===== config.mk =====
export PLATFORM = sky130hd
export DESIGN_NAME = usb_irq_status
export DESIGN_NICKNAME = d
export VERILOG_FILES = /design/src/rtl/usbint_pkg.sv /design/src/rtl/usbint_idle_timer.sv /design/src/rtl/usbint_susp_state.sv /design/src/rtl/usbint_flags.sv /design/src/rtl/usb_irq_status.sv
export SDC_FILE = /design/constraint.sdc
export NUM_CORES = 1
export LEC_CHECK = 0
export ABC_AREA = 1
export BUFFER_PORTS_ARGS = -buffer_cell sky130_fd_sc_hd__clkbuf_2
export CELL_PAD_IN_SITES_DETAIL_PLACEMENT = 1
export CELL_PAD_IN_SITES_GLOBAL_PLACEMENT = 2
export CORE_MARGIN = 2
export CORE_UTILIZATION = 31
export CTS_CLUSTER_SIZE = 24
export DETAILED_ROUTE_END_ITERATION = 12
export GPL_ROUTABILITY_DRIVEN = 0
export PLACE_DENSITY = 0.84
export SYNTH_ARGS = -nofsm -noshare
export SYNTH_HDL_FRONTEND = slang
export SYNTH_SLANG_ARGS = --single-unit

===== constraint.sdc =====
create_clock -name clk -period 3 [get_ports clk]
set_input_delay 0.3 -clock clk [delete_from_list [all_inputs] [get_ports clk]]
set_output_delay 0.3 -clock clk [all_outputs]
set_load 0.01 [all_outputs]

===== src/rtl/usbint_pkg.sv =====
// Shared constants for the USB interrupt status logic: flag count and bit positions.
// Assumes software and the bench use these bit positions for the flag register.
package usbint_pkg;
    localparam int unsigned NFLAG   = 5;
    localparam int unsigned FL_RX   = 0;
    localparam int unsigned FL_TX   = 1;
    localparam int unsigned FL_SUSP = 2;
    localparam int unsigned FL_RES  = 3;
    localparam int unsigned FL_HRST = 4;
endpackage


===== src/rtl/usbint_idle_timer.sv =====
// Counts consecutive idle bus cycles and pulses 'timeout' once, on the cycle
// the count reaches LIMIT. The count saturates, so there is one pulse per idle period.
// Assumes bus_idle is synchronous to clk; 'restart' (host reset) clears the count.
module usbint_idle_timer #(
    parameter int unsigned LIMIT = 13
) (
    input  logic clk,
    input  logic rst_n,
    input  logic bus_idle,
    input  logic restart,
    output logic timeout
);
    localparam int unsigned CW = $clog2(LIMIT + 1);
    localparam logic [CW-1:0] LIM_V  = CW'(LIMIT);
    localparam logic [CW-1:0] LAST_V = CW'(LIMIT - 1);

    logic [CW-1:0] cnt_q;

    // Idle counter: clears on activity or restart, saturates at LIMIT.
    always_ff @(posedge clk) begin
        if (!rst_n || restart || !bus_idle) begin
            cnt_q <= '0;
        end else if (cnt_q != LIM_V) begin
            cnt_q <= cnt_q + 1'b1;
        end
    end

    // Pulse on the edge that moves the count onto LIMIT.
    assign timeout = bus_idle && !restart && (cnt_q == LAST_V);

    AST_CNT_BOUND: assert property (@(posedge clk) disable iff (!rst_n)
        cnt_q <= LIM_V);
    AST_ONE_SHOT: assert property (@(posedge clk) disable iff (!rst_n)
        timeout |=> !timeout);
    AST_ACTIVITY_RESTARTS: assert property (@(posedge clk) disable iff (!rst_n)
        !bus_idle |=> !timeout);
endmodule


===== src/rtl/usbint_susp_state.sv =====
// Tracks whether the device is suspended: it enters on the idle timeout and
// leaves on resume signalling or on a host reset, and leaving wins over entering.
// Assumes timeout is a single-cycle pulse from the idle timer.
module usbint_susp_state (
    input  logic clk,
    input  logic rst_n,
    input  logic timeout,
    input  logic resume_seen,
    input  logic host_reset,
    output logic suspended
);
    logic susp_q;

    // Suspended state register.
    always_ff @(posedge clk) begin
        if (!rst_n || resume_seen || host_reset) begin
            susp_q <= 1'b0;
        end else if (timeout) begin
            susp_q <= 1'b1;
        end
    end

    assign suspended = susp_q;

    AST_SUSP_EXIT: assert property (@(posedge clk) disable iff (!rst_n)
        (resume_seen || host_reset) |=> !susp_q);
    AST_SUSP_ENTRY: assert property (@(posedge clk) disable iff (!rst_n)
        (!susp_q && !timeout) |=> !susp_q);
endmodule


===== src/rtl/usbint_flags.sv =====
// Holds the interrupt request flags. A flag sets on its qualified event when
// its mask bit is 0 and clears on a write of 1; when both happen in one cycle, the set wins.
// A host reset clears every flag except the host-reset flag.
module usbint_flags
    import usbint_pkg::*;
(
    input  logic             clk,
    input  logic             rst_n,
    input  logic [NFLAG-1:0] mask,
    input  logic             rx_done,
    input  logic             tx_done,
    input  logic             timeout,
    input  logic             suspended,
    input  logic             resume_seen,
    input  logic             host_reset,
    input  logic             wr_en,
    input  logic [NFLAG-1:0] wr_data,
    output logic [NFLAG-1:0] flags
);
    logic [NFLAG-1:0] raw_evt;
    logic [NFLAG-1:0] set_v;
    logic [NFLAG-1:0] clr_v;
    logic [NFLAG-1:0] flags_q;

    // Gather the raw set events per flag position.
    always_comb begin
        raw_evt          = '0;
        raw_evt[FL_RX]   = rx_done;
        raw_evt[FL_TX]   = tx_done;
        raw_evt[FL_SUSP] = timeout;
        raw_evt[FL_RES]  = resume_seen && suspended;
        raw_evt[FL_HRST] = host_reset;
    end

    assign set_v = raw_evt & ~mask;
    assign clr_v = wr_en ? wr_data : '0;

    // Per-bit flag register; set wins over clear, a host reset wipes the non-reset flags.
    for (genvar i = 0; i < NFLAG; i++) begin : g_flag
        always_ff @(posedge clk) begin
            if (!rst_n) begin
                flags_q[i] <= 1'b0;
            end else if (host_reset && (i != FL_HRST)) begin
                flags_q[i] <= 1'b0;
            end else if (set_v[i]) begin
                flags_q[i] <= 1'b1;
            end else if (clr_v[i]) begin
                flags_q[i] <= 1'b0;
            end
        end
    end

    assign flags = flags_q;

    AST_RX_MASKED: assert property (@(posedge clk) disable iff (!rst_n)
        (mask[FL_RX] && !flags_q[FL_RX]) |=> !flags_q[FL_RX]);
    AST_TX_MASKED: assert property (@(posedge clk) disable iff (!rst_n)
        (mask[FL_TX] && !flags_q[FL_TX]) |=> !flags_q[FL_TX]);
    AST_NO_SPURIOUS_CLEAR: assert property (@(posedge clk) disable iff (!rst_n)
        (!wr_en && !host_reset) |=> ((flags_q & $past(flags_q)) == $past(flags_q)));
    AST_RES_NEEDS_SUSP: assert property (@(posedge clk) disable iff (!rst_n)
        (!suspended && !flags_q[FL_RES]) |=> !flags_q[FL_RES]);
    AST_HRST_KEEPS: assert property (@(posedge clk) disable iff (!rst_n)
        (host_reset && flags_q[FL_HRST]) |=> flags_q[FL_HRST]);
    AST_HRST_WIPES: assert property (@(posedge clk) disable iff (!rst_n)
        host_reset |=> (flags_q[FL_RES:FL_RX] == '0));
endmodule


===== src/rtl/usb_irq_status.sv =====
// Top of the USB device interrupt status logic: idle timer, suspended state
// and flag register, with one level interrupt output.
// Assumes all bus events arrive already decoded and synchronous to clk.
module usb_irq_status #(
    parameter int unsigned CLK_KHZ = 48000,
    parameter int unsigned IDLE_MS = 3
) (
    input  logic       clk,
    input  logic       rst_n,
    input  logic [4:0] irq_mask,
    input  logic       rx_pkt_done,
    input  logic       tx_pkt_done,
    input  logic       bus_idle,
    input  logic       resume_seen,
    input  logic       host_reset,
    input  logic       reg_wr,
    input  logic [4:0] reg_wdata,
    output logic [4:0] reg_rdata,
    output logic       dev_suspended,
    output logic       irq
);
    import usbint_pkg::*;

    localparam int unsigned IDLE_LIMIT = CLK_KHZ * IDLE_MS + 1;

    logic             timeout;
    logic             susp;
    logic [NFLAG-1:0] flags;

    usbint_idle_timer #(.LIMIT(IDLE_LIMIT)) u_timer (
        .clk      (clk),
        .rst_n    (rst_n),
        .bus_idle (bus_idle),
        .restart  (host_reset),
        .timeout  (timeout)
    );

    usbint_susp_state u_susp (
        .clk         (clk),
        .rst_n       (rst_n),
        .timeout     (timeout),
        .resume_seen (resume_seen),
        .host_reset  (host_reset),
        .suspended   (susp)
    );

    usbint_flags u_flags (
        .clk         (clk),
        .rst_n       (rst_n),
        .mask        (irq_mask),
        .rx_done     (rx_pkt_done),
        .tx_done     (tx_pkt_done),
        .timeout     (timeout),
        .suspended   (susp),
        .resume_seen (resume_seen),
        .host_reset  (host_reset),
        .wr_en       (reg_wr),
        .wr_data     (reg_wdata),
        .flags       (flags)
    );

    assign reg_rdata     = flags;
    assign dev_suspended = susp;
    assign irq           = |flags;

    AST_IRQ_HOLDS: assert property (@(posedge clk) disable iff (!rst_n)
        (irq && !reg_wr && !host_reset) |=> irq);
endmodule


### After elaboration in Yosys (flattened, before gate mapping)

Index checks and enable logic that the tools add are counted.

* add/sub/neg operators: 1
* equality and inequality tests: 2
* multiplexer cells: 11
* bitwise operators: 3
* reduce and logical (&&, ||, !) cells: 17

Operator list (number)
* $add A18 B1 Y18 const B: 1
* $eq A18 B18 Y1 const B: 1
* $ne A18 B18 Y1 const B: 1
* $mux W1: 10
* $reduce_bool A2 Y1: 5
* $and A5 B5 Y5: 1
* $mux W5: 1
* $not A5 Y5: 1
* $reduce_or A5 Y1: 1
* $logic_or A1 B1 Y1: 4
* $logic_and A1 B1 Y1: 3
* $logic_not A1 Y1: 3
* $reduce_or A2 Y1: 1
* $not A1 Y1: 1

* register bits after elaboration: 24
* input port bits: 18
* output and inout bits: 7

### Depth between registers and ports, before layout

Gate-level depths: netlist of run 1.

* word-level depth: 5
* gate-level depth with buffers: 9

### By module

From an unflattened synthesis of run 1, not the netlist that was laid out.

* cells, all modules: 208
* area, all modules: 1358.8 um^2

Modules (own cells, without submodules)
* usbint_idle_timer: times used 1, cells each 166, area each 1081.0 um^2, sequential area each 360.3 um^2
* usbint_flags: times used 1, cells each 32, area each 221.5 um^2, sequential area each 100.1 um^2
* usbint_susp_state: times used 1, cells each 6, area each 40.0 um^2, sequential area each 20.0 um^2
* usb_irq_status: times used 1, cells each 4, area each 16.3 um^2, sequential area each 0.0 um^2

### Worst setup path before layout of run 1

Ideal clock, no wire load.

* kind: register to register
* start point: register u_timer.cnt_q[0]
* end point: register u_timer.cnt_q[14]
* setup time: 0.113 ns
* arrival time: 1.142 ns
* slack: 1.745 ns
* stages on the path, launching flop included: 9
* buffers on the path: 0
* cell sequence: dfxtp_1 > ha_1 > nand2_2 > nor2_4 > nand2_4 > nor2_4 > nand2_2 > nor2_1 > nor2_1

* longest elaborated chain between the ends: 1
* elaborated cells between the ends (all ways): 2

RTL lines
* start, declared: line usbint_idle_timer.sv:17 `logic [CW-1:0] cnt_q;`
* start signal, assigned: line usbint_idle_timer.sv:24 `cnt_q <= cnt_q + 1'b1;`
* $add A18 B1 Y18 / $ne A18 B18 Y1 (equally long branches): line usbint_idle_timer.sv:24, usbint_idle_timer.sv:23

Several ways; a longest one is shown, not always the timed one.
A chain may end at the register's enable or synchronous reset.

### Worst setup path after layout of run 1

Same ends and word-level chain as after synthesis.

==> flow_summary.toml, run 1 <==
[clock_tree]
clock-sinks = 24
clk_pin_slew_ns = 0.09
clkLatencyLatePin_ns = 0.27
htree_num_levels = 1
post_cts_resized = 0
cts_tree = "built"
cts_made_buffers = 3
cts-root-buf = "clkbuf_8"
cts_buffer_depth = 2
ctsHoldBuffers = 0
postCtsSetupBuffers = 0

[global_routing]
grt_first_pass_wirelength_um = 5575
first_global_vias = 1272
grt.overflow.total = 0
antenna_found_initial = 0
grt_use_total = 0.1593
grt_start_max_net_pins = 15

[min_path]
hold_depth = 3
hp-class = "input pin to register"

[worst_setup_path]
path_buf_inv = 0
crit_family = "simple AND/OR/NAND/NOR gates"
reg2reg_depth = 8
path_cells = "ha_1 > nand2_2 > nor2_4 > nand2_4 > nor2_4 > nand2_2 > nor2_1 > nor2_1"
worst-path-stages = 8
critPathKind = "register to register"
cp_max_fo = 6
max_stage_delay_ns = 0.43
start_kind = "register"
r2r_setup_slack_ns = 1.61
cp-end-kind = "register"
critical_path_required_ns = 3.18
critical_path_arrival_ns = 1.56
cpMaxStageDelayCell = "dfxtp_1"

[yosys]
synth_ff_type = "dfxtp_1"
synth_fp_nets = 215
synthTopCellsByArea = "dfxtp_1, nand2_1, nor2_1, a21oi_1, inv_1"
ys.warnings.count = 0
postSynthAreaPerCell_um2 = 6.591
yosys.area.top_type = "dfxtp_1"
synth_top_cell_area_share = 0.3757
synth_edf_count = 0
ys_ff_latch = 24
ys_types = 22
ys_seq_area_frac = 0.3757
yosysMostFrequentCell = "nand2_1"
synth_top_cells_by_count = "nand2_1, nor2_1, dfxtp_1, inv_1, a21oi_1"
async_flop_share = 0
synthesis.instances = 194
synthesis.area_mm2 = 0.001279

[pwr]
swShare = 0.2001
p_per_area_mw_per_mm2 = 421.2
p_leak_nw = 0.6264
p_comb_frac = 0.054
peakVddDrop_uv = 142.5
p_clk_frac = 0.446
p_seq_frac = 0.500
intPower_mw = 0.5163
p_switching_mw = 0.1292

[detailed_routing]
highest_layer = "met4"
met1_length_um = 1563
routed_via_density = 4.596
antenna_left = 0
first_pass_iters = 4
drtIter0Drc = 39
wl_met3_um = 163
wl_per_cell_um = 11.69
vias = 1250
drcViolationCount = 0
wl_met2_um = 1412
postRouteWirelength_um = 3181

[place]
dp_hpwl_um = 2585
io_buffers = 24
place_area_mm2 = 0.001461

[sta]
fin_crit_ns = 1.386
rsz0062_at_grt = "false"
max_freq_mhz = 721.6
period_share = 0.4619
fin_tns_setup_ns = 0
relSlewSlack = 0.8149
hold_ws_ns = 0.2569
fin_skew_ns = 0.004419
setup_violations = 0
hold_viol = 0
max_slew.worst_pin.slew_ns = 0.2768
drv_slew = 0

[floorplanning]
die_w_um = 68.23
core_area_mm2 = 0.003971
num_rows = 23
start_util = 0.3220
die_h_um = 68.23
io_pins = 25
die_area_mm2 = 0.004655

[finish]
final_area_mm2 = 0.001533
n_antenna_cell = 0
fin_nets = 244
areaGrowthSynthToFinish_pct = 19.86
drive_above_1_share = 0.1892

[flow_run]
cap_violations = 0

[status]
status = "complete, no violations"
==> power groups by stage <==
stage	Combinational (mW)	Clock (mW)	Sequential, mW
2_1_floorplan	0.0163	0	0.331
3_3_place_gp	0.0354	0	0.330
3_5_place_dp	0.0357	0	0.331
4_1_cts	0.0360	0.303	0.323
5_1_grt	0.0405	0.310	0.324
6_report	0.0349	0.288	0.323
==> cells in the final DEF (no fill, tap or decap), types with 2 or more instances in the layout <==
cell,count
or2_2,2
nand3_1,11
nor2_1,32
o21ai_0,7
clkbuf_2,24
nand3b_1,3
nor2_4,2
dfxtp_1,24
and2_1,2
ha_1,3
nor2_2,3
clkbuf_8,3
nand2_2,3
a21oi_1,20
nor3_1,2
inv_1,22
nand2_1,51
==> area by class of cell <==
| cell class | count | area, µm² |
|---|---|---|
| clock buffer | 3 | 41.29 |
| timing repair buffer | 25 | 127.6 |
| multi-input combinational | 146 | 704.4 |
| tap | 50 | 62.56 |
| clock inverter | 1 | 30.03 |
| fill | 541 | 2439 |
| sequential | 24 | 480.5 |
| inverter | 23 | 86.33 |
==> routing by layer <==
metal  track usage  up-vias
met5             0        -
li1              -      670
met4       0.06000        0
met2        0.2585       23
met3       0.03454        4
met1        0.2062      553
==> stage by stage <==
| stage | util | setup slack, ns | cells | total power [mW] |
|---|---|---|---|---|
| finish | 0.3859 | 1.614 | 272 | 0.6455 |
| global route | 0.3859 | 1.424 | 272 | 0.6744 |
| CTS | 0.3859 | 1.618 | 272 | 0.6616 |
| detailed placement | 0.3680 | 1.622 | 268 | 0.3663 |
| global placement | 0.3680 | 1.657 | 268 | 0.3659 |
| floorplan | - | 1.745 | 194 | 0.3473 |
==> flip-flops by register name, summed over array words and instances (netlist names) <==
| register | count |
|---|---|
| u_susp.suspended | 1 |
| u_timer.cnt_q | 18 |
| u_flags.flags | 5 |
==> tightest hold or removal path: stages <==
cell	delay [ns]
clkbuf_2	0.08
nand2_1	0.05
a21oi_1	0.05
==> cell families after synthesis <==
group                      after synthesis  share of synthesized area
and+or+nand+nor                        115                     0.4100
buffers and inverters                   24                    0.07339
DFF                                     24                     0.3757
AOI/OAI and AO/OA                       28                     0.1115
adders and majority gates                3                    0.02936
==> path summary, 6_finish.rpt <==
path                         start           endpoint
setup reg to reg  u_timer.cnt_q[0]  u_timer.cnt_q[14]
hold reg to reg   u_flags.flags[3]   u_flags.flags[3]
setup / recovery  u_timer.cnt_q[0]  u_timer.cnt_q[14]
hold / removal         rx_pkt_done   u_flags.flags[0]
No activity file was read; power rests on OpenSTA's default activity.
==> inputs of run 2 (changes only) <==
- CORE_UTILIZATION: 31 -> 29
- PLACE_DENSITY: 0.84 -> 0.79
- clock period: 3 -> 1.3 ns (I/O delays scaled with it)
==> flow_summary.toml, run 2 (same netlist as run 1, synthesis figures left out) <==
[status]
status = "complete, no violations"

[flow_run]
cap_violations = 0

[detailed_routing]
antenna_left = 0
postRouteWirelength_um = 3669
wl_met3_um = 130
highest_layer = "met4"
met1_length_um = 1674
drtIter0Drc = 52
routed_via_density = 4.715
vias = 1325
drcViolationCount = 0
wl_per_cell_um = 13.06
first_pass_iters = 4
wl_met2_um = 1820

[worst_setup_path]
cp_max_fo = 5
max_stage_delay_ns = 0.37
start_kind = "register"
critical_path_required_ns = 1.51
critPathKind = "register to register"
cpMaxStageDelayCell = "dfxtp_4"
crit_family = "simple AND/OR/NAND/NOR gates"
path_cells = "ha_4 > nand2_4 > nor2_4 > nand2_4 > nor2_4 > nand3_1 > a21oi_2"
cp-end-kind = "register"
critical_path_arrival_ns = 1.48
path_buf_inv = 0

[finish]
mostFrequentLayoutCells = "nand2_1, nor2_1, clkbuf_2"
final_area_mm2 = 0.001740
instances_no_fill = 281
final_common_cell = "nand2_1"
nFillCells = 572
largest_reg_flops = 18
drive_above_1_share = 0.3493
n_antenna_cell = 0
areaGrowthSynthToFinish_pct = 36.11
top_register = "u_timer.cnt_q"
fin_nets = 251

[place]
io_buffers = 24
place_area_mm2 = 0.001501
pre_cts_slack_ns = -0.05152
dp_hpwl_um = 2808
dpl.cell_count = 275

[floorplanning]
io_pins = 25
die_h_um = 70.41
start_util = 0.2978
die_w_um = 70.41
die_area_mm2 = 0.004957
num_rows = 24
core_area_mm2 = 0.004294

[sta]
fin_skew_ns = 0.008032
relSlewSlack = 0.7698
max_freq_mhz = 785.7
fin_crit_ns = 1.273
drv_slew = 0
max_slew.worst_pin.slew_ns = 0.3450
period_share = 0.9790
rsz0062_at_grt = "true"
hold_ws_ns = 0.08896
setup_violations = 0
hold_viol = 0
worst_slack_ns = 0.02729

[clock_tree]
cts_made_buffers = 3
cts_buffer_depth = 2
clk_pin_slew_ns = 0.09
clkLatencyLatePin_ns = 0.27
clock-sinks = 24
cts_tree = "built"
cts-root-buf = "clkbuf_8"
htree_num_levels = 1

[pwr]
p_total_mw = 1.503
peakVddDrop_uv = 336.1
p_leak_nw = 0.6892
p_per_area_mw_per_mm2 = 863.3

[global_routing]
first_global_vias = 1374
grt_first_pass_wirelength_um = 6147
grt.overflow.total = 0
grt_start_max_net_pins = 15
grt_use_total = 0.1549
antenna_found_initial = 0

[min_path]
hp-class = "input pin to register"
[run 2: worst register-to-register path: stages, from the launching register on]
cell     delay, ns
dfxtp_4       0.37
ha_4          0.16
nand2_4       0.06
nor2_4        0.16
nand2_4       0.10
nor2_4        0.14
nand3_1       0.11
a21oi_2       0.13
[run 2: worst paths after layout]
path | end | startpoint | slack (ns) | cells after the start
worst min-delay path | u_flags.flags[0] | rx_pkt_done | 0.09 | 3
worst min register to register | u_timer.cnt_q[4] | u_timer.cnt_q[4] | 0.49 | 1
worst max-delay path | u_timer.cnt_q[16] | u_timer.cnt_q[1] | 0.03 | 7
worst max register to register | u_timer.cnt_q[16] | u_timer.cnt_q[1] | 0.03 | 7
[run 2: area by class of cell]
type | instances | area [µm²] | area share
multi-input combinational | 146 | 819.5 | 0.4709
sequential | 24 | 494.2 | 0.2840
timing repair buffer | 32 | 191.4 | 0.1100
inverter | 23 | 98.84 | 0.05679
tap | 52 | 65.06 | 0.03738
clock buffer | 3 | 41.29 | 0.02372
clock inverter | 1 | 30.03 | 0.01725
[run 2: repair_timing]
| item | in CTS | in global routing |
|---|---|---|
| hold buffers | 0 | 0 |
| endpoints found under the setup margin | 5 | 17 |
| setup buffers | 0 | 2 |
| resized for setup | 7 | 41 |
| pin swaps | 1 | 20 |
[run 2: through the flow]
step	utilization	TNS, ns
after floorplan	-	0
after global placement	0.3497	0
after detailed placement	0.3497	-0.1354
after CTS	0.3698	0
after global routing	0.4053	-0.4420
final	0.4053	0
[run 2: per-layer routing]
metal  track usage  vias up
met3       0.02020        4
met2        0.2704       23
met1        0.1925      615
met4       0.05769        0
li1              -      683
met5             0        -
[run 2: where the power goes]
group | total [mW] | internal (mW) | switching (mW)
combinational | 0.0986 | 0.0473 | 0.0513
clock | 0.662 | 0.412 | 0.250
sequential | 0.742 | 0.737 | 0.00537
total | 1.50 | 1.20 | 0.306
